`config.mk`:
```
export PLATFORM = sky130hd
export DESIGN_NAME = scan_link_analyser
export DESIGN_NICKNAME = d
export VERILOG_FILES = /design/src/rtl/scan_link_pkg.sv /design/src/rtl/sla_sequencer.sv /design/src/rtl/sla_node_cell.sv /design/src/rtl/sla_verdict.sv /design/src/rtl/scan_link_analyser.sv
export SDC_FILE = /design/constraint.sdc
export NUM_CORES = 1
export LEC_CHECK = 0
export BUFFER_PORTS_ARGS = -buffer_cell sky130_fd_sc_hd__clkbuf_2
export CAP_MARGIN = 30
export CORE_MARGIN = 2
export CORE_UTILIZATION = 25
export DETAILED_ROUTE_END_ITERATION = 10
export HOLD_SLACK_MARGIN = 0.05
export PLACE_DENSITY = 0.52
export SLEW_MARGIN = 5
export SYNTH_ARGS = -nofsm -noshare
export SYNTH_HDL_FRONTEND = slang
export SYNTH_HIERARCHICAL = 1
export SYNTH_SLANG_ARGS = --single-unit
```
`constraint.sdc`:
```
create_clock -name clk -period 1.75 [get_ports clk]
set_input_delay 0.35 -clock clk [delete_from_list [all_inputs] [get_ports clk]]
set_output_delay 0.35 -clock clk [all_outputs]
set_load 0.01 [all_outputs]
```
`src/rtl/scan_link_pkg.sv`:
```
package scan_link_pkg;

   typedef enum logic [1:0] {
      ST_IDLE  = 2'd0,
      ST_DRIVE = 2'd1,
      ST_SCAN  = 2'd2
   } seq_state_t;

endpackage

```
`src/rtl/sla_sequencer.sv`:
```
module sla_sequencer
   import scan_link_pkg::*;
#(
   parameter int ROUND_W    = 4,
   parameter int DEF_ROUNDS = 4
) (
   input  logic               clk,
   input  logic               rst_n,
   input  logic               start_i,
   input  logic [ROUND_W-1:0] rounds_i,
   output logic               drv_req_o,
   output logic               drv_val_o,
   output logic               scan_req_o,
   input  logic               scan_vld_i,
   output logic               clr_o,
   output logic               cap_stb_o,
   output logic               cap_hi_o,
   output logic               cap_last_o
);

   localparam logic [ROUND_W-1:0] DEF_CNT = ROUND_W'(DEF_ROUNDS);
   localparam logic [ROUND_W-1:0] ONE_CNT = ROUND_W'(1);

   seq_state_t         state_q, state_d;
   logic               hi_phase_q, hi_phase_d;
   logic [ROUND_W-1:0] left_q, left_d;
   logic               accept;
   logic               taken;

   assign accept     = (state_q == ST_IDLE) && start_i;
   assign taken      = (state_q == ST_SCAN) && scan_vld_i;
   assign clr_o      = accept;
   assign cap_stb_o  = taken;
   assign cap_hi_o   = hi_phase_q;
   assign cap_last_o = taken && !hi_phase_q && (left_q == ONE_CNT);

   assign drv_req_o  = (state_q == ST_DRIVE);
   assign drv_val_o  = (state_q == ST_DRIVE) && hi_phase_q;
   assign scan_req_o = (state_q == ST_SCAN);

   always_comb begin
      state_d    = state_q;
      hi_phase_d = hi_phase_q;
      left_d     = left_q;
      unique case (state_q)
         ST_IDLE: begin
            if (start_i) begin
               state_d    = ST_DRIVE;
               hi_phase_d = 1'b1;
               left_d     = (rounds_i == '0) ? DEF_CNT : rounds_i;
            end
         end
         ST_DRIVE: state_d = ST_SCAN;
         ST_SCAN: begin
            if (scan_vld_i) begin
               if (hi_phase_q) begin
                  hi_phase_d = 1'b0;
                  state_d    = ST_DRIVE;
               end else if (left_q == ONE_CNT) begin
                  state_d = ST_IDLE;
               end else begin
                  left_d     = left_q - ONE_CNT;
                  hi_phase_d = 1'b1;
                  state_d    = ST_DRIVE;
               end
            end
         end
         default: state_d = ST_IDLE;
      endcase
   end

   always_ff @(posedge clk or negedge rst_n) begin
      if (!rst_n) begin
         state_q    <= ST_IDLE;
         hi_phase_q <= 1'b0;
         left_q     <= '0;
      end else begin
         state_q    <= state_d;
         hi_phase_q <= hi_phase_d;
         left_q     <= left_d;
      end
   end


   scan_hold_chk: assert property (@(posedge clk) disable iff (!rst_n)
      (scan_req_o && !scan_vld_i) |=> scan_req_o);


   drv_then_scan_chk: assert property (@(posedge clk) disable iff (!rst_n)
      drv_req_o |=> (scan_req_o && !drv_req_o));


   req_excl_chk: assert property (@(posedge clk) disable iff (!rst_n)
      !(drv_req_o && scan_req_o));


   first_high_chk: assert property (@(posedge clk) disable iff (!rst_n)
      clr_o |=> (drv_req_o && drv_val_o));


   pair_low_chk: assert property (@(posedge clk) disable iff (!rst_n)
      (cap_stb_o && cap_hi_o) |=> (drv_req_o && !drv_val_o));

endmodule

```
`src/rtl/sla_node_cell.sv`:
```
module sla_node_cell (
   input  logic clk,
   input  logic rst_n,
   input  logic clr_i,
   input  logic stb_i,
   input  logic hi_i,
   input  logic bit_i,
   output logic fin_follow_o,
   output logic fin_same_o
);

   logic hi_q;
   logic follow_q;
   logic same_q;

   // evidence including the low capture now being presented
   assign fin_follow_o = follow_q & hi_q & ~bit_i;
   assign fin_same_o   = same_q & (hi_q ~^ bit_i);

   always_ff @(posedge clk or negedge rst_n) begin
      if (!rst_n) begin
         hi_q     <= 1'b0;
         follow_q <= 1'b0;
         same_q   <= 1'b0;
      end else if (clr_i) begin
         follow_q <= 1'b1;
         same_q   <= 1'b1;
      end else if (stb_i) begin
         if (hi_i) begin
            hi_q <= bit_i;
         end else begin
            follow_q <= fin_follow_o;
            same_q   <= fin_same_o;
         end
      end
   end


   follow_sticky_chk: assert property (@(posedge clk) disable iff (!rst_n)
      (!follow_q && !clr_i) |=> !follow_q);


   same_sticky_chk: assert property (@(posedge clk) disable iff (!rst_n)
      (!same_q && !clr_i) |=> !same_q);

endmodule

```
`src/rtl/sla_verdict.sv`:
```
module sla_verdict #(
   parameter int NODES = 16
) (
   input  logic             clk,
   input  logic             rst_n,
   input  logic             clr_i,
   input  logic             fin_i,
   input  logic [NODES-1:0] follow_i,
   input  logic [NODES-1:0] same_i,
   output logic [NODES-1:0] short_o,
   output logic [NODES-1:0] open_o,
   output logic [NODES-1:0] incon_o,
   output logic             res_valid_o,
   output logic             done_o
);

   always_ff @(posedge clk or negedge rst_n) begin
      if (!rst_n) begin
         short_o     <= '0;
         open_o      <= '0;
         incon_o     <= '0;
         res_valid_o <= 1'b0;
         done_o      <= 1'b0;
      end else begin
         done_o <= fin_i;
         if (clr_i) begin
            short_o     <= '0;
            open_o      <= '0;
            incon_o     <= '0;
            res_valid_o <= 1'b0;
         end else if (fin_i) begin
            short_o     <= follow_i;
            open_o      <= same_i;
            incon_o     <= ~(follow_i | same_i);
            res_valid_o <= 1'b1;
         end
      end
   end


   done_pulse_chk: assert property (@(posedge clk) disable iff (!rst_n)
      done_o |=> !done_o);


   done_after_fin_chk: assert property (@(posedge clk) disable iff (!rst_n)
      fin_i |=> (done_o && res_valid_o));


   clr_flags_chk: assert property (@(posedge clk) disable iff (!rst_n)
      clr_i |=> (!res_valid_o && short_o == '0 && open_o == '0 && incon_o == '0));

   for (genvar g = 0; g < NODES; g++) begin : g_node_chk

      one_verdict_chk: assert property (@(posedge clk) disable iff (!rst_n)
         res_valid_o |-> ($countones({short_o[g], open_o[g], incon_o[g]}) == 1));
   end

endmodule

```
`src/rtl/scan_link_analyser.sv`:
```
module scan_link_analyser
   import scan_link_pkg::*;
#(
   parameter int NODES      = 16,
   parameter int ROUND_W    = 4,
   parameter int DEF_ROUNDS = 4
) (
   input  logic               clk,
   input  logic               rst_n,
   input  logic               start_i,
   input  logic [ROUND_W-1:0] rounds_i,
   output logic               drv_req_o,
   output logic               drv_val_o,
   output logic               scan_req_o,
   input  logic               scan_vld_i,
   input  logic [NODES-1:0]   scan_word_i,
   output logic [NODES-1:0]   short_o,
   output logic [NODES-1:0]   open_o,
   output logic [NODES-1:0]   incon_o,
   output logic               res_valid_o,
   output logic               done_o
);

   localparam int MAX_ROUNDS = (1 << ROUND_W) - 1;

   if (NODES < 1) begin : g_bad_nodes
      $error("scan_link_analyser: NODES must be at least 1");
   end
   if (ROUND_W < 1 || ROUND_W > 8) begin : g_bad_rw
      $error("scan_link_analyser: ROUND_W must be 1..8");
   end
   if (DEF_ROUNDS < 1 || DEF_ROUNDS > MAX_ROUNDS) begin : g_bad_def
      $error("scan_link_analyser: DEF_ROUNDS out of range");
   end

   logic             clr;
   logic             cap_stb;
   logic             cap_hi;
   logic             cap_last;
   logic [NODES-1:0] fin_follow;
   logic [NODES-1:0] fin_same;

   sla_sequencer #(
      .ROUND_W    (ROUND_W),
      .DEF_ROUNDS (DEF_ROUNDS)
   ) u_seq (
      .clk        (clk),
      .rst_n      (rst_n),
      .start_i    (start_i),
      .rounds_i   (rounds_i),
      .drv_req_o  (drv_req_o),
      .drv_val_o  (drv_val_o),
      .scan_req_o (scan_req_o),
      .scan_vld_i (scan_vld_i),
      .clr_o      (clr),
      .cap_stb_o  (cap_stb),
      .cap_hi_o   (cap_hi),
      .cap_last_o (cap_last)
   );

   for (genvar n = 0; n < NODES; n++) begin : g_cell
      sla_node_cell u_cell (
         .clk          (clk),
         .rst_n        (rst_n),
         .clr_i        (clr),
         .stb_i        (cap_stb),
         .hi_i         (cap_hi),
         .bit_i        (scan_word_i[n]),
         .fin_follow_o (fin_follow[n]),
         .fin_same_o   (fin_same[n])
      );
   end

   sla_verdict #(
      .NODES (NODES)
   ) u_verdict (
      .clk         (clk),
      .rst_n       (rst_n),
      .clr_i       (clr),
      .fin_i       (cap_last),
      .follow_i    (fin_follow),
      .same_i      (fin_same),
      .short_o     (short_o),
      .open_o      (open_o),
      .incon_o     (incon_o),
      .res_valid_o (res_valid_o),
      .done_o      (done_o)
   );


   busy_start_chk: assert property (@(posedge clk) disable iff (!rst_n)
      (scan_req_o && !scan_vld_i) |=> !drv_req_o);

endmodule

```
# Word level (Yosys, flattened, before mapping)
# Index checks and enable logic that the tools add are counted.
op_classes:
  n_addsub: 1
  mul: 0
  n_div: 0
  magnitude_cmp: 0
  eq_ne: 8
  shift: 0
  mux: 120
  n_bitwise: 83
  reduce_logical: 16
op_table:
  columns: ["op", "n"]
  rows:
  - ["1-bit two-way mux", 103]
  - ["16-bit two-way mux", 6]
  - ["1-bit AND", 48]
  - ["4-bit two-way mux", 5]
  - ["1-bit inverter", 17]
  - ["16-bit inverter", 1]
  - ["16-bit OR", 1]
  - ["1-bit bitwise XNOR", 16]
  - ["2-bit inequality test (second input constant)", 4]
  - ["4-bit case mux with 2 select lines", 1]
  - ["2-bit two-way mux", 3]
  - ["2-bit case mux with 3 select lines", 1]
  - ["3-bit AND reduction", 2]
  - ["2-bit nonzero test", 3]
  - ["1-bit logical AND", 5]
  - ["5-bit AND reduction", 1]
  - ["4-bit by 1-bit equality test with 1-bit output (second input constant)", 1]
  - ["4-bit zero test", 1]
  - ["2-bit AND reduction", 2]
  - ["4-bit by 1-bit subtractor with 4-bit output (second input constant)", 1]
  - ["2-bit by 1-bit equality test with 1-bit output (second input constant)", 1]
  - ["2-bit equality test (second input constant)", 1]
  - ["2-bit zero test", 1]
  - ["2-bit by 1-bit inequality test with 1-bit output (second input constant)", 1]
  - ["2 further kinds", 2]
totals:
  ff_bits: 105
  latchBits: 0
  mem_bits_rw: 0
  mem_bits_ro: 0
  in_bits: 24
  mem_count: 0

# Longest topological paths before layout
# Gate-level depths: netlist of the first run.
depth:
  ltp_word: 6
  mapped_depth: 9

# Cells and area by module
# The synthesis of the first run kept the hierarchy.
modules_own_cells:
  columns: ["mod", "n_inst", "cells_each", "area_per_inst_um2", "seq_area_each_um2"]
  rows:
  - ["sla_node_cell", 16, 15, 151.4, 75.1]
  - ["sla_verdict", 1, 161, 2188.3, 1251.2]
  - ["sla_sequencer", 1, 54, 509.2, 175.2]

# Least setup slack after synthesis of the first run
# OpenSTA, ideal clock, no wires.
synth_path:
  kind: "register to register"
  startpoint: "reg u_seq.state_q[0]"
  endpoint: "reg g_cell[0].u_cell.hi_q"
  arrival_time_ps: 1848
  required_ps: 1625
  path_slack_ps: -222
  stages_incl_launch_ff: 8
  path_buffers: 0
  period_less_slack_ps: 1972
  cell_sequence: "dfrtp_1 > nand2b_2 > inv_2 > nand2_1 > inv_1 > nand2_1 > nor2_1 > mux2_2"
synth_via:
  word_cells_on_any_way: 6
  classes_between: "eq/ne (1); bitwise (1); reduce/logical (4)"
synth_lines:
  columns: ["element", "line", "source"]
  rows:
  - ["start: declaration", "sla_sequencer.sv:24", "seq_state_t state_q, state_d;"]
  - ["start signal: assignment", "sla_sequencer.sv:78", "state_q <= state_d;"]
  - ["2-bit equality test", null, null]
  - ["via scan_req_o", "scan_link_analyser.sv:14", "output logic scan_req_o,"]
  - ["1-bit logical AND", "sla_sequencer.sv:31", "assign taken = (state_q == ST_SCAN) && scan_vld_i;"]
  - ["via cap_stb", "scan_link_analyser.sv:37", "logic cap_stb;"]
  - ["3-bit AND reduction (no source line)", null, null]
  - ["end signal: assignment", "sla_node_cell.sv:30", "hi_q <= bit_i;"]
  - ["end: declaration", "sla_node_cell.sv:12", "logic hi_q;"]
# The timed path passes the listed nets, and every way through them passes these cells.
# A chain may end at the register's enable or synchronous reset.

# Worst setup path after layout of the first run
layout_path:
  startpoint: "reg u_seq.left_q[1]"
  endpoint: "reg u_verdict.incon_o[2]"
layout_via:
  elab_chain_cells: 3
layout_lines:
  columns: ["element", "line", "source"]
  rows:
  - ["start: declaration", "sla_sequencer.sv:26", "logic [ROUND_W-1:0] left_q, left_d;"]
  - ["start signal: assignment", "sla_sequencer.sv:80", "left_q <= left_d;"]
  - ["4-bit by 1-bit equality test with 1-bit output", "sla_sequencer.sv:35", "assign cap_last_o = taken && !hi_phase_q && (left_q == ONE_CNT);"]
  - ["1-bit logical AND", "sla_sequencer.sv:35", null]
  - ["via cap_last", "scan_link_analyser.sv:39", "logic cap_last;"]
  - ["2-bit nonzero test (no source line)", null, null]
  - ["end signal: assignment", "sla_verdict.sv:34", "incon_o <= ~(follow_i | same_i);"]
  - ["end: declaration", "sla_verdict.sv:12", "output logic [NODES-1:0] incon_o,"]
# The timed path passes the listed nets, and every way through them passes these cells.

==> results of run 1 <==
registers in the layout, indices dropped and copies added (netlist names):
register / cells
g_cell.u_cell/hi_q: 16
u_verdict/incon_o: 16
u_verdict/open_o: 16
u_verdict/done_o: 1
u_seq/cap_hi_o: 1
g_cell.u_cell/same_q: 16
g_cell.u_cell/follow_q: 16
u_verdict/short_o: 16
u_seq/left_q: 4
u_verdict/res_valid_o: 1
u_seq/state_q: 2
synthesized netlist by cell type (2+ instances only):
cell type / instances
and2_2: 16
xnor2_1: 16
mux2i_1: 33
nand2_1: 20
a21o_1: 17
o21ai_1: 16
a21oi_1: 2
inv_1: 5
nor3_1: 4
o211ai_1: 2
nand3_1: 2
nand2b_1: 48
nor2b_1: 16
buf_6: 7
nor2_1: 52
nor3b_1: 3
dfrtp_1: 105
and2_1: 17
or3b_4: 2
nor4b_2: 15
ha_1: 2
o21ai_0: 18
buf_4: 4
mux2_2: 16
cell type report:
class	count	area share (%)
multi-input cells	331	37.5
clock buffers	11	3.28
repair buffers	148	17.7
well taps	270	4.57
clock inverters	4	0.727
inverters	7	0.643
flip-flops and latches	105	35.5
where the power goes:
part / switching, µW / internal [µW] / total [µW]
registers: 346 / 2920 / 3260
logic: 2200 / 2340 / 4540
clock network: 923 / 1140 / 2070
total: 3470 / 6400 / 9870
what timing repair did:
item                                    in CTS  in global routing
setup buffers                               22                 14
gates resized for setup                     79                 73
endpoints found under the setup margin      64                 94
pin swaps                                   14                 24
gates cloned                                 6                  3
hold endpoints to repair                    31                  0
hold buffers                                 1                  0
through the flow:
| step | hold WS, ns | area, µm² | utilization [%] | setup WS [ns] |
|---|---|---|---|---|
| floorplan | 0.0544 | 5160 | - | -0.0566 |
| global placement | 0.329 | 6080 | 30.1 | -0.148 |
| detailed placement | 0.341 | 6080 | 30.1 | -0.196 |
| CTS | 0.255 | 7050 | 35.0 | -0.184 |
| global route | 0.267 | 7400 | 36.7 | -0.238 |
| finish | 0.277 | 7400 | 36.7 | -0.146 |
critical path, stage by stage, from the launching register on:
cell and delay, ns:
dfrtp_1 0.39, inv_2 0.08, ha_4 0.12, or3b_4 0.39, nor3_4 0.15, buf_4 0.15, buf_6 0.09, buf_12 0.15
nor4b_2 0.21, a21o_1 0.10
final timing paths:
check / startpoint / end / slack [ns] / cells past startpoint
max reg2reg: u_seq/left_q[1] / u_verdict/incon_o[2] / -0.15 / 9
max: u_seq/left_q[1] / u_verdict/incon_o[2] / -0.15 / 9
min reg2reg: g_cell[0].u_cell/follow_q / g_cell[0].u_cell/follow_q / 0.48 / 2
min: scan_word_i[1] / g_cell[1].u_cell/hi_q / 0.28 / 2
max in group asynchronous: rst_n / g_cell[11].u_cell/follow_q / 0.67 / 3
min in group asynchronous: rst_n / u_verdict/short_o[7] / 0.49 / 2
layer usage:
layer / wire length, µm / vias up / GRT usage [%]
met5: 0 / - / 0
met4: 270 / 0 / 4.42
met3: 480 / 18 / 3.04
met2: 6660 / 58 / 20.5
met1: 5840 / 1922 / 15.2
li1: - / 1853 / -
cell families (layout without fill, tap and decap cells):
logic type	count (synthesis)	after routing	share of synthesized area (%)
AND/OR/NAND/NOR	201	201	24.5
flip-flops	105	105	51.3
AO/OA/AOI/OAI	63	63	7.87
multiplexers	49	49	9.97
buffers and inverters	19	170	3.13
XOR/XNOR	16	16	2.74
adder cells (fa/ha/maj)	2	2	0.489
==> impl_metrics.py, run 1 <==
metrics = {
    "critical_path": {
        "crit_type": "reg2reg",
        "cp.arrival_ns": 2.19,
        "cp_max_fo": 16,
        "startpoint_type": "register",
        "cp-end-kind": "register",
        "required_ns": 2.05,
    },
    "sta": {
        "setup_violations": 52,
        "drv_slew": 0,
        "max_freq_mhz": 528,
        "fin_crit_ns": 1.90,
        "clock_skew_ns": 0.00808,
        "rsz0062_at_grt": "true",
        "finalSetupTns_ns": -4.35,
        "fin_crit_sh_pct": 108,
        "fin_ws_ns": -0.146,
        "hold_viol": 0,
        "worstMarginPinSlew_ns": 0.483,
        "relSlewSlack_pct": 67.8,
    },
    "yosys": {
        "synth_area_um2": 5120,
        "synthFlopType": "dfrtp_1",
        "synthesis.nets": 481,
        "synth_seq_cells": 105,
        "yosys_warnings": 6,
        "synth-seq-area-share_pct": 51.3,
        "syn_inst": 455,
        "synth_top_area_share_pct": 51.3,
        "synth_cell_types": 41,
        "synth_top_area_cell": "dfrtp_1",
        "avgSynthCellArea_um2": 11.3,
        "yosys-top-cells-area": "dfrtp_1 (51%), mux2i_1 (6.5%), nand2b_1 (5.9%), nor4b_2 (4.4%), nor2_1 (3.8%)",
        "synth_edf_count": 0,
        "async_flop_share_pct": 100,
    },
    "floorplan": {
        "die_w_um": 147,
        "core_area_um2": 20200,
        "initial_utilization_pct": 25.4,
        "fp-row-count": 52,
        "pin_count": 77,
        "die_h_um": 147,
        "dieArea_um2": 21600,
    },
    "drt": {
        "drtPass1Iterations": 6,
        "drtIter0Drc": 127,
        "wl_per_cell_um": 15.1,
        "drc": 0,
        "antenna_left": 0,
        "avgViaCountPerCell": 4.40,
        "wirelength_mm": 13.3,
        "vias": 3851,
    },
    "grt": {
        "gr-usage-all-layers_pct": 12.2,
        "grt_pass1_wl_mm": 20.7,
        "grt_max_degree": 44,
        "antenna_found_initial": 0,
        "grt_overflow_total": 0,
        "grt_pass1_vias": 3960,
    },
    "clock_tree": {
        "cts_buffer_depth": 2,
        "cts-root-buf": "clkbuf_16",
        "clkTransAtPathRegs_ns": 0.07,
        "htree_num_levels": 3,
        "insertion_delay_ns": 0.36,
        "cts_tree": "built",
        "cts_sinks": 105,
        "cts_buffers": 9,
    },
    "placement": {
        "place_congestion": 0.721,
        "placement.io_buffers": 76,
        "dpl.hpwl_mm": 8.18,
        "dp.cells": 821,
    },
    "worst_hold_path": {
        "hold_path.class": "in2reg",
    },
    "power_and_ir_drop": {
        "p_per_area_nw_per_um2": 1330,
        "total_power_uw": 9870,
        "p_leak_uw": 0.00326,
        "ir_drop_uv": 499,
    },
    "status": {
        "violations": "setup timing",
        "status": "complete, but fails checks",
    },
    "run": {
        "drv_cap": 0,
    },
    "final_layout": {
        "drive_gt1_share_pct": 45.0,
        "fill_cells": 2013,
        "multi_input_area_um2": 2780,
        "regArea_um2": 2630,
        "syn2layout_area_growth_pct": 44.5,
        "final_cell_mix": "dfrtp_1 (103), clkbuf_2 (74), nand2b_1 (41)",
        "layout_commonest_cell": "dfrtp_1",
        "fin_nets": 628,
        "n_antenna_cell": 0,
        "final_cells": 876,
    },
}
Power figures use the tool's default switching activity.
==> inputs of run 2 (changes only) <==
--- a/config.mk
+++ b/config.mk
@@ -7,7 +7,7 @@
 export LEC_CHECK = 0
 export BUFFER_PORTS_ARGS = -buffer_cell sky130_fd_sc_hd__clkbuf_2
 export CAP_MARGIN = 30
-export CORE_MARGIN = 2
+export CORE_MARGIN = 3
 export CORE_UTILIZATION = 25
 export DETAILED_ROUTE_END_ITERATION = 10
 export HOLD_SLACK_MARGIN = 0.05
==> run 2 against run 1 <==
  * First-iteration DRC count rose by 41%
  * Utilization rose by 0.58 points
  * Sequential power barely moved
  * Largest power group unchanged
  * Critical path type unchanged
  * Global-route usage barely moved
  * Clock-buffer cell count rose by 1
  * Power rose by 2.6%
  * The flow still finishes with violations (setup timing)
  * Highest routed layer unchanged
  * Worst hold slack got worse by 0.0016 ns
==> impl_metrics.py, run 2 (synthesized netlist as in run 1, its figures left out) <==
metrics = {
    "sta": {
        "clock_skew_ns": 0.00811,
        "fin_ws_ns": -0.152,
        "relSlewSlack_pct": 60.7,
        "rsz0062_at_grt": "true",
        "fin_crit_sh_pct": 109,
        "setup_violations": 52,
        "hold_viol": 0,
        "worstMarginPinSlew_ns": 0.588,
        "fin_crit_ns": 1.90,
        "drv_slew": 0,
        "max_freq_mhz": 526,
    },
    "final_layout": {
        "fin_nets": 626,
        "finalInstanceArea_um2": 7370,
        "final_cells": 870,
        "final_cell_mix": "dfrtp_1 (104), clkbuf_2 (73), nand2b_1 (41)",
        "syn2layout_area_growth_pct": 44.0,
        "n_antenna_cell": 0,
        "regArea_um2": 2630,
        "fill_cells": 1986,
        "drive_gt1_share_pct": 44.1,
        "multi_input_area_um2": 2770,
        "layout_commonest_cell": "dfrtp_1",
    },
    "critical_path": {
        "crit_family": "simple AND/OR/NAND/NOR gates",
        "critPathBufInv": 3,
        "required_ns": 2.04,
        "cp-end-kind": "register",
        "cp_cell_sequence": "inv_2 > ha_4 > or3b_4 > nor3_4 > buf_6 > buf_12 > nor4b_2 > a21o_1",
        "cpMaxStageDelayCell": "or3b_4",
        "slowest_delay_ns": 0.39,
        "cp_max_fo": 18,
        "cp-startpoint": "u_seq/left_q[1]",
        "timing.rr.end": "u_verdict/incon_o[5]",
        "r2r_setup_slack_ns": -0.15,
        "crit_type": "reg2reg",
        "cp.arrival_ns": 2.19,
        "reg2reg_from": "u_seq/left_q[1]",
        "startpoint_type": "register",
        "reg2reg_depth": 8,
    },
    "floorplan": {
        "initial_utilization_pct": 25.9,
        "core_area_um2": 19800,
        "pin_count": 77,
        "die_h_um": 149,
        "fp-row-count": 51,
        "dieArea_um2": 22200,
        "die_w_um": 149,
    },
    "drt": {
        "wl_met1_mm": 6.24,
        "wirelength_mm": 13.8,
        "antenna_left": 0,
        "dr_wl_met3_um": 451,
        "drtPass1Iterations": 4,
        "dr.max_layer_used": "met4",
        "vias": 3841,
        "drc": 0,
        "wl_per_cell_um": 15.9,
        "avgViaCountPerCell": 4.41,
        "drtIter0Drc": 179,
        "dr_wl_met2_mm": 6.94,
    },
    "status": {
        "status": "complete, but fails checks",
        "violations": "setup timing",
    },
    "power_and_ir_drop": {
        "p_int_uw": 6610,
        "p_leak_uw": 0.00324,
        "power.share.clock_pct": 20.2,
        "power_frac_seq_pct": 32.2,
        "p_sw_uw": 3510,
        "p_sw_share_pct": 34.7,
        "p_per_area_nw_per_um2": 1370,
        "comb_power_share_pct": 47.6,
        "ir_drop_uv": 505,
    },
    "grt": {
        "antenna_found_initial": 0,
        "grt_max_degree": 50,
        "grt_pass1_wl_mm": 21.1,
        "grt_overflow_total": 0,
        "grt_pass1_vias": 4052,
        "gr-usage-all-layers_pct": 12.1,
    },
    "clock_tree": {
        "cts-root-buf": "clkbuf_16",
        "cts_sinks": 105,
        "cts_buffers": 9,
        "cts_tree": "built",
        "cts_buffer_depth": 2,
        "htree_num_levels": 3,
        "clkTransAtPathRegs_ns": 0.07,
        "insertion_delay_ns": 0.35,
    },
    "worst_hold_path": {
        "holdPathStages": 2,
        "worstHoldStart": "scan_word_i[11]",
        "hold_path.class": "in2reg",
        "whs_endpoint": "g_cell[11].u_cell/hi_q",
    },
    "placement": {
        "dpl.hpwl_mm": 8.32,
        "dpl-instance-area_um2": 6090,
        "dp.cells": 812,
        "place_congestion": 0.721,
        "place_ws_ns": -0.190,
        "placement.io_buffers": 76,
    },
    "run": {
        "drv_cap": 0,
    },
}
-- run 2: cell types whose count changed in the layout (fill, tap and decap cells not counted), sizes merged --
cell,delta
clkbuf,+1
bufbuf,+2
clkinvlp,-1
inv,+1
buf,-4
-- run 2: metrics by stage --
| step | power (µW) | utilization (%) | setup TNS [ns] | hold slack (ns) |
|---|---|---|---|---|
| floorplan | 5350 | - | -0.509 | 0.0544 |
| global placement | 6340 | 30.8 | -4.99 | 0.244 |
| detailed placement | 6440 | 30.8 | -6.00 | 0.244 |
| CTS | 9210 | 34.3 | -6.10 | 0.256 |
| global route | 10800 | 37.3 | -12.07 | 0.276 |
| finish | 10100 | 37.3 | -5.21 | 0.276 |
-- run 2: power by group through the flow --
stage	clock network, µW	registers (µW)	logic, µW
2_1_floorplan	0	3300	2050
3_3_place_gp	0	3260	3080
3_5_place_dp	0	3280	3150
4_1_cts	2140	3230	3840
5_1_grt	2230	3340	5200
6_report	2050	3260	4820
-- run 2: repair_timing --
action / in CTS / in global routing
resized for setup: 28 / 101
setup endpoints to repair: 64 / 91
gates cloned: 5 / 4
buffers inserted: 14 / 23
pin swaps: 3 / 20
hold buffers: 1 / 0
endpoints found under the hold margin: 14 / 0
-- run 2: layer usage --
metal | global-route usage, % | up-vias
li1 | - | 1836
met1 | 15.3 | 1930
met2 | 20.6 | 61
met3 | 2.89 | 14
met4 | 3.94 | 0
met5 | 0 | -
-- run 2: how the worst max path moves through the flow --
stage	depth (start not counted)	endpoint
6_report	8	u_verdict/incon_o[5]
5_1_grt	8	u_verdict/open_o[5]
4_1_cts	8	u_verdict/incon_o[9]
3_5_place_dp	5	u_verdict/incon_o[5]
3_3_place_gp	8	u_verdict/incon_o[0]
2_1_floorplan	9	u_verdict/short_o[1]
-- run 2: layout make-up --
class | instances | share of cell area [%]
Clock buffer | 12 | 3.34
Clock inverter | 4 | 0.696
Inverter | 7 | 0.543
Multi-Input combinational cell | 331 | 37.5
Sequential cell | 105 | 35.7
Tap cell | 265 | 4.50
Timing Repair Buffer | 146 | 17.8
==> inputs of run 3 (changes only) <==
--- a/config.mk
+++ b/config.mk
@@ -5,13 +5,15 @@
 export SDC_FILE = /design/constraint.sdc
 export NUM_CORES = 1
 export LEC_CHECK = 0
+export ABC_AREA = 1
 export BUFFER_PORTS_ARGS = -buffer_cell sky130_fd_sc_hd__clkbuf_2
 export CAP_MARGIN = 30
 export CORE_MARGIN = 3
-export CORE_UTILIZATION = 25
+export CORE_UTILIZATION = 51
 export DETAILED_ROUTE_END_ITERATION = 10
+export GPL_ROUTABILITY_DRIVEN = 1
 export HOLD_SLACK_MARGIN = 0.05
-export PLACE_DENSITY = 0.52
+export PLACE_DENSITY = 0.85
 export SLEW_MARGIN = 5
 export SYNTH_ARGS = -nofsm -noshare
 export SYNTH_HDL_FRONTEND = slang
==> run 3 against run 2 <==
  * The flow now finishes without violations
  * First-iteration DRC count rose by 66%
  * Global-route usage is 10 points higher
  * Sequential share of layout area is 8.2 points higher
  * Sequential power grew 2%
==> impl_metrics.py, run 3 <==
metrics = {
    "critical_path": {
        "cp-startpoint": "u_seq/state_q[1]",
        "cp_cell_sequence": "buf_6 > nor2_4 > inv_2 > nor2_1 > buf_2",
        "required_ns": 1.40,
        "crit_family": "flip-flops",
        "startpoint_type": "register",
        "cp.arrival_ns": 1.31,
        "r2r_setup_slack_ns": 0.12,
        "crit_type": "reg2out",
        "cp.depth": 5,
        "worstSetupEndpoint": "drv_val_o",
        "cp-end-kind": "output pin",
        "reg2reg_from": "u_seq/left_q[1]",
        "cp_max_fo": 3,
        "critPathBufInv": 3,
        "slowest_delay_ns": 0.44,
        "timing.rr.end": "u_verdict/incon_o[15]",
        "reg2reg_depth": 10,
        "cpMaxStageDelayCell": "dfrtp_1",
    },
    "yosys": {
        "syn_inst": 653,
        "synth_area_um2": 4960,
        "yosys-top-cells-count": "nand2_1 (264), dfrtp_1 (105), inv_1 (93)",
        "synthAdderAreaFrac_pct": 0.505,
        "synthMuxAreaShare_pct": 0,
        "yosys-top-cells-area": "dfrtp_1 (53%), nand2_1 (20%), inv_1 (7.0%), nand3_1 (7.0%), nor2_1 (3.4%)",
        "synth_seq_cells": 105,
        "synth_edf_count": 0,
        "synth_cell_types": 17,
        "yosysMostFrequentCell": "nand2_1",
        "synthesis.nets": 679,
        "async_flop_share_pct": 100,
        "avgSynthCellArea_um2": 7.60,
        "synth_top_area_share_pct": 53.0,
        "synthFlopType": "dfrtp_1",
        "yosys_warnings": 6,
        "synthSimpleGateAreaFrac_pct": 33.8,
        "synth_compound_area_share_pct": 3.73,
        "synth_top_area_cell": "dfrtp_1",
        "synth_xor_area_share_pct": 0,
        "synth-seq-area-share_pct": 53.0,
        "synth_top_family_by_area": "simple AND/OR/NAND/NOR gates",
    },
    "grt": {
        "grt_pass1_vias": 4333,
        "grt_overflow_total": 0,
        "grt_max_degree": 45,
        "antenna_found_initial": 0,
        "grt_pass1_wl_mm": 20.0,
        "gr-usage-all-layers_pct": 22.1,
    },
    "sta": {
        "fin_crit_sh_pct": 94.9,
        "fin_crit_ns": 1.66,
        "hold_viol": 0,
        "hold_ws_ns": 0.235,
        "setup_violations": 0,
        "relSlewSlack_pct": 74.4,
        "finalSetupTns_ns": 0,
        "drv_slew": 0,
        "clock_skew_ns": 0.0126,
        "max_freq_mhz": 602,
        "worstMarginPinSlew_ns": 0.384,
    },
    "final_layout": {
        "fill_cells": 769,
        "utilization_pct": 64.3,
        "n_antenna_cell": 0,
        "layout_commonest_cell": "nand2_1",
        "fin_nets": 783,
        "syn2layout_area_growth_pct": 20.9,
        "drive_gt1_share_pct": 20.5,
        "final_cell_mix": "nand2_1 (263), dfrtp_1 (103), inv_1 (89)",
    },
    "power_and_ir_drop": {
        "power.share.clock_pct": 19.0,
        "power_frac_seq_pct": 40.7,
        "p_sw_share_pct": 41.1,
        "ir_drop_uv": 714,
        "p_leak_uw": 0.00335,
        "p_sw_uw": 3350,
        "p_per_area_nw_per_um2": 1360,
        "p_int_uw": 4800,
        "comb_power_share_pct": 40.3,
    },
    "placement": {
        "placement.io_buffers": 76,
        "dpl.hpwl_mm": 8.14,
        "place_congestion": 0.793,
    },
    "clock_tree": {
        "cts_buffer_depth": 2,
        "cts_tree": "built",
        "insertion_delay_ns": 0.36,
        "htree_num_levels": 3,
        "cts-root-buf": "clkbuf_8",
        "cts_buffers": 9,
        "cts_sinks": 105,
        "clkTransAtPathRegs_ns": 0.10,
    },
    "floorplan": {
        "initial_utilization_pct": 53.2,
        "fp-row-count": 35,
        "die_w_um": 105,
        "die_h_um": 105,
        "core_area_um2": 9330,
        "dieArea_um2": 10900,
        "pin_count": 77,
    },
    "drt": {
        "drtPass1Iterations": 5,
        "antenna_left": 0,
        "drtIter0Drc": 298,
        "vias": 4462,
        "avgViaCountPerCell": 5.01,
        "drc": 0,
        "wl_per_cell_um": 13.5,
        "wirelength_mm": 12.0,
    },
    "worst_hold_path": {
        "hold_path.class": "in2reg",
    },
    "run": {
        "drv_cap": 0,
    },
    "status": {
        "status": "completed",
    },
}
==> run 3: cell count changes after synthesis, sizes merged, moves of 17 or more <==
cell    delta
nand2    +246
nand2b    -49
nand3     +67
and2      -33
a21o      -17
inv       +89
mux2i     -33
==> run 3: power groups by stage <==
stage	Sequential, µW	Clock [µW]	Combinational, µW
after floorplan	3370	0	2020
after global placement	3310	0	2780
after detailed placement	3340	0	3000
final	3310	1550	3280
after global routing	3390	1660	3700
after CTS	3300	1570	3070
==> run 3: layer usage <==
layer  track usage [%]  wire length [µm]  vias to the layer above
li1                  -                 -                     2194
met1              28.6              5180                     2131
met2              39.4              6120                      127
met3              3.21               596                       10
met4              5.06               110                        0
met5                 0                 0                        -
==> run 3: cell families (layout without fill, tap and decap cells) <==
kind of cell | after synthesis | after routing
and+or+nand+nor | 401 | 402
AOI/OAI and AO/OA | 37 | 37
buffers and inverters | 108 | 216
DFF | 105 | 105
adders and majority gates | 2 | 2
==> run 3: worst min path at each step <==
stage	startpoint	depth (start not counted)	to	slack, ns
after global placement	rst_n	1	g_cell[2].u_cell/follow_q	0.29
after detailed placement	rst_n	1	g_cell[2].u_cell/same_q	0.30
final	scan_vld_i	2	u_seq/state_q[1]	0.24
after CTS	scan_vld_i	2	u_seq/state_q[1]	0.23
after floorplan	rst_n	0	g_cell[0].u_cell/follow_q	0.05
after global routing	scan_vld_i	2	u_seq/state_q[1]	0.22
==> run 3: cell type report <==
cell class / instances / area (µm²) / area share (%)
sequential: 105 / 2630 / 43.9
clock buffer: 9 / 124 / 2.07
timing repair buffer: 105 / 718 / 12.0
clock inverter: 7 / 78.8 / 1.31
tap: 129 / 161 / 2.69
inverter: 95 / 360 / 6.01
multi-input combinational: 441 / 1920 / 32.1
==> run 3: what timing repair did <==
item	4_1_cts	5_1_grt
resized for setup	5	14
buffers inserted	1	6
cloned	1	1
setup endpoints to repair	33	54
hold endpoints to repair	25	0
pin swaps	2	4
hold buffers	1	0
==> run 3: through the flow <==
step                total power (µW)  std cells  instance area (µm²)  worst slack, ns
finish                          8140        891                 6000           0.0900
global route                    8760        891                 6000          -0.0128
detailed placement              6350        865                 5630          -0.0338
CTS                             7940        884                 5870           0.0221
floorplan                       5390        653                 4970         -0.00531
global placement                6090        864                 5600           -0.111
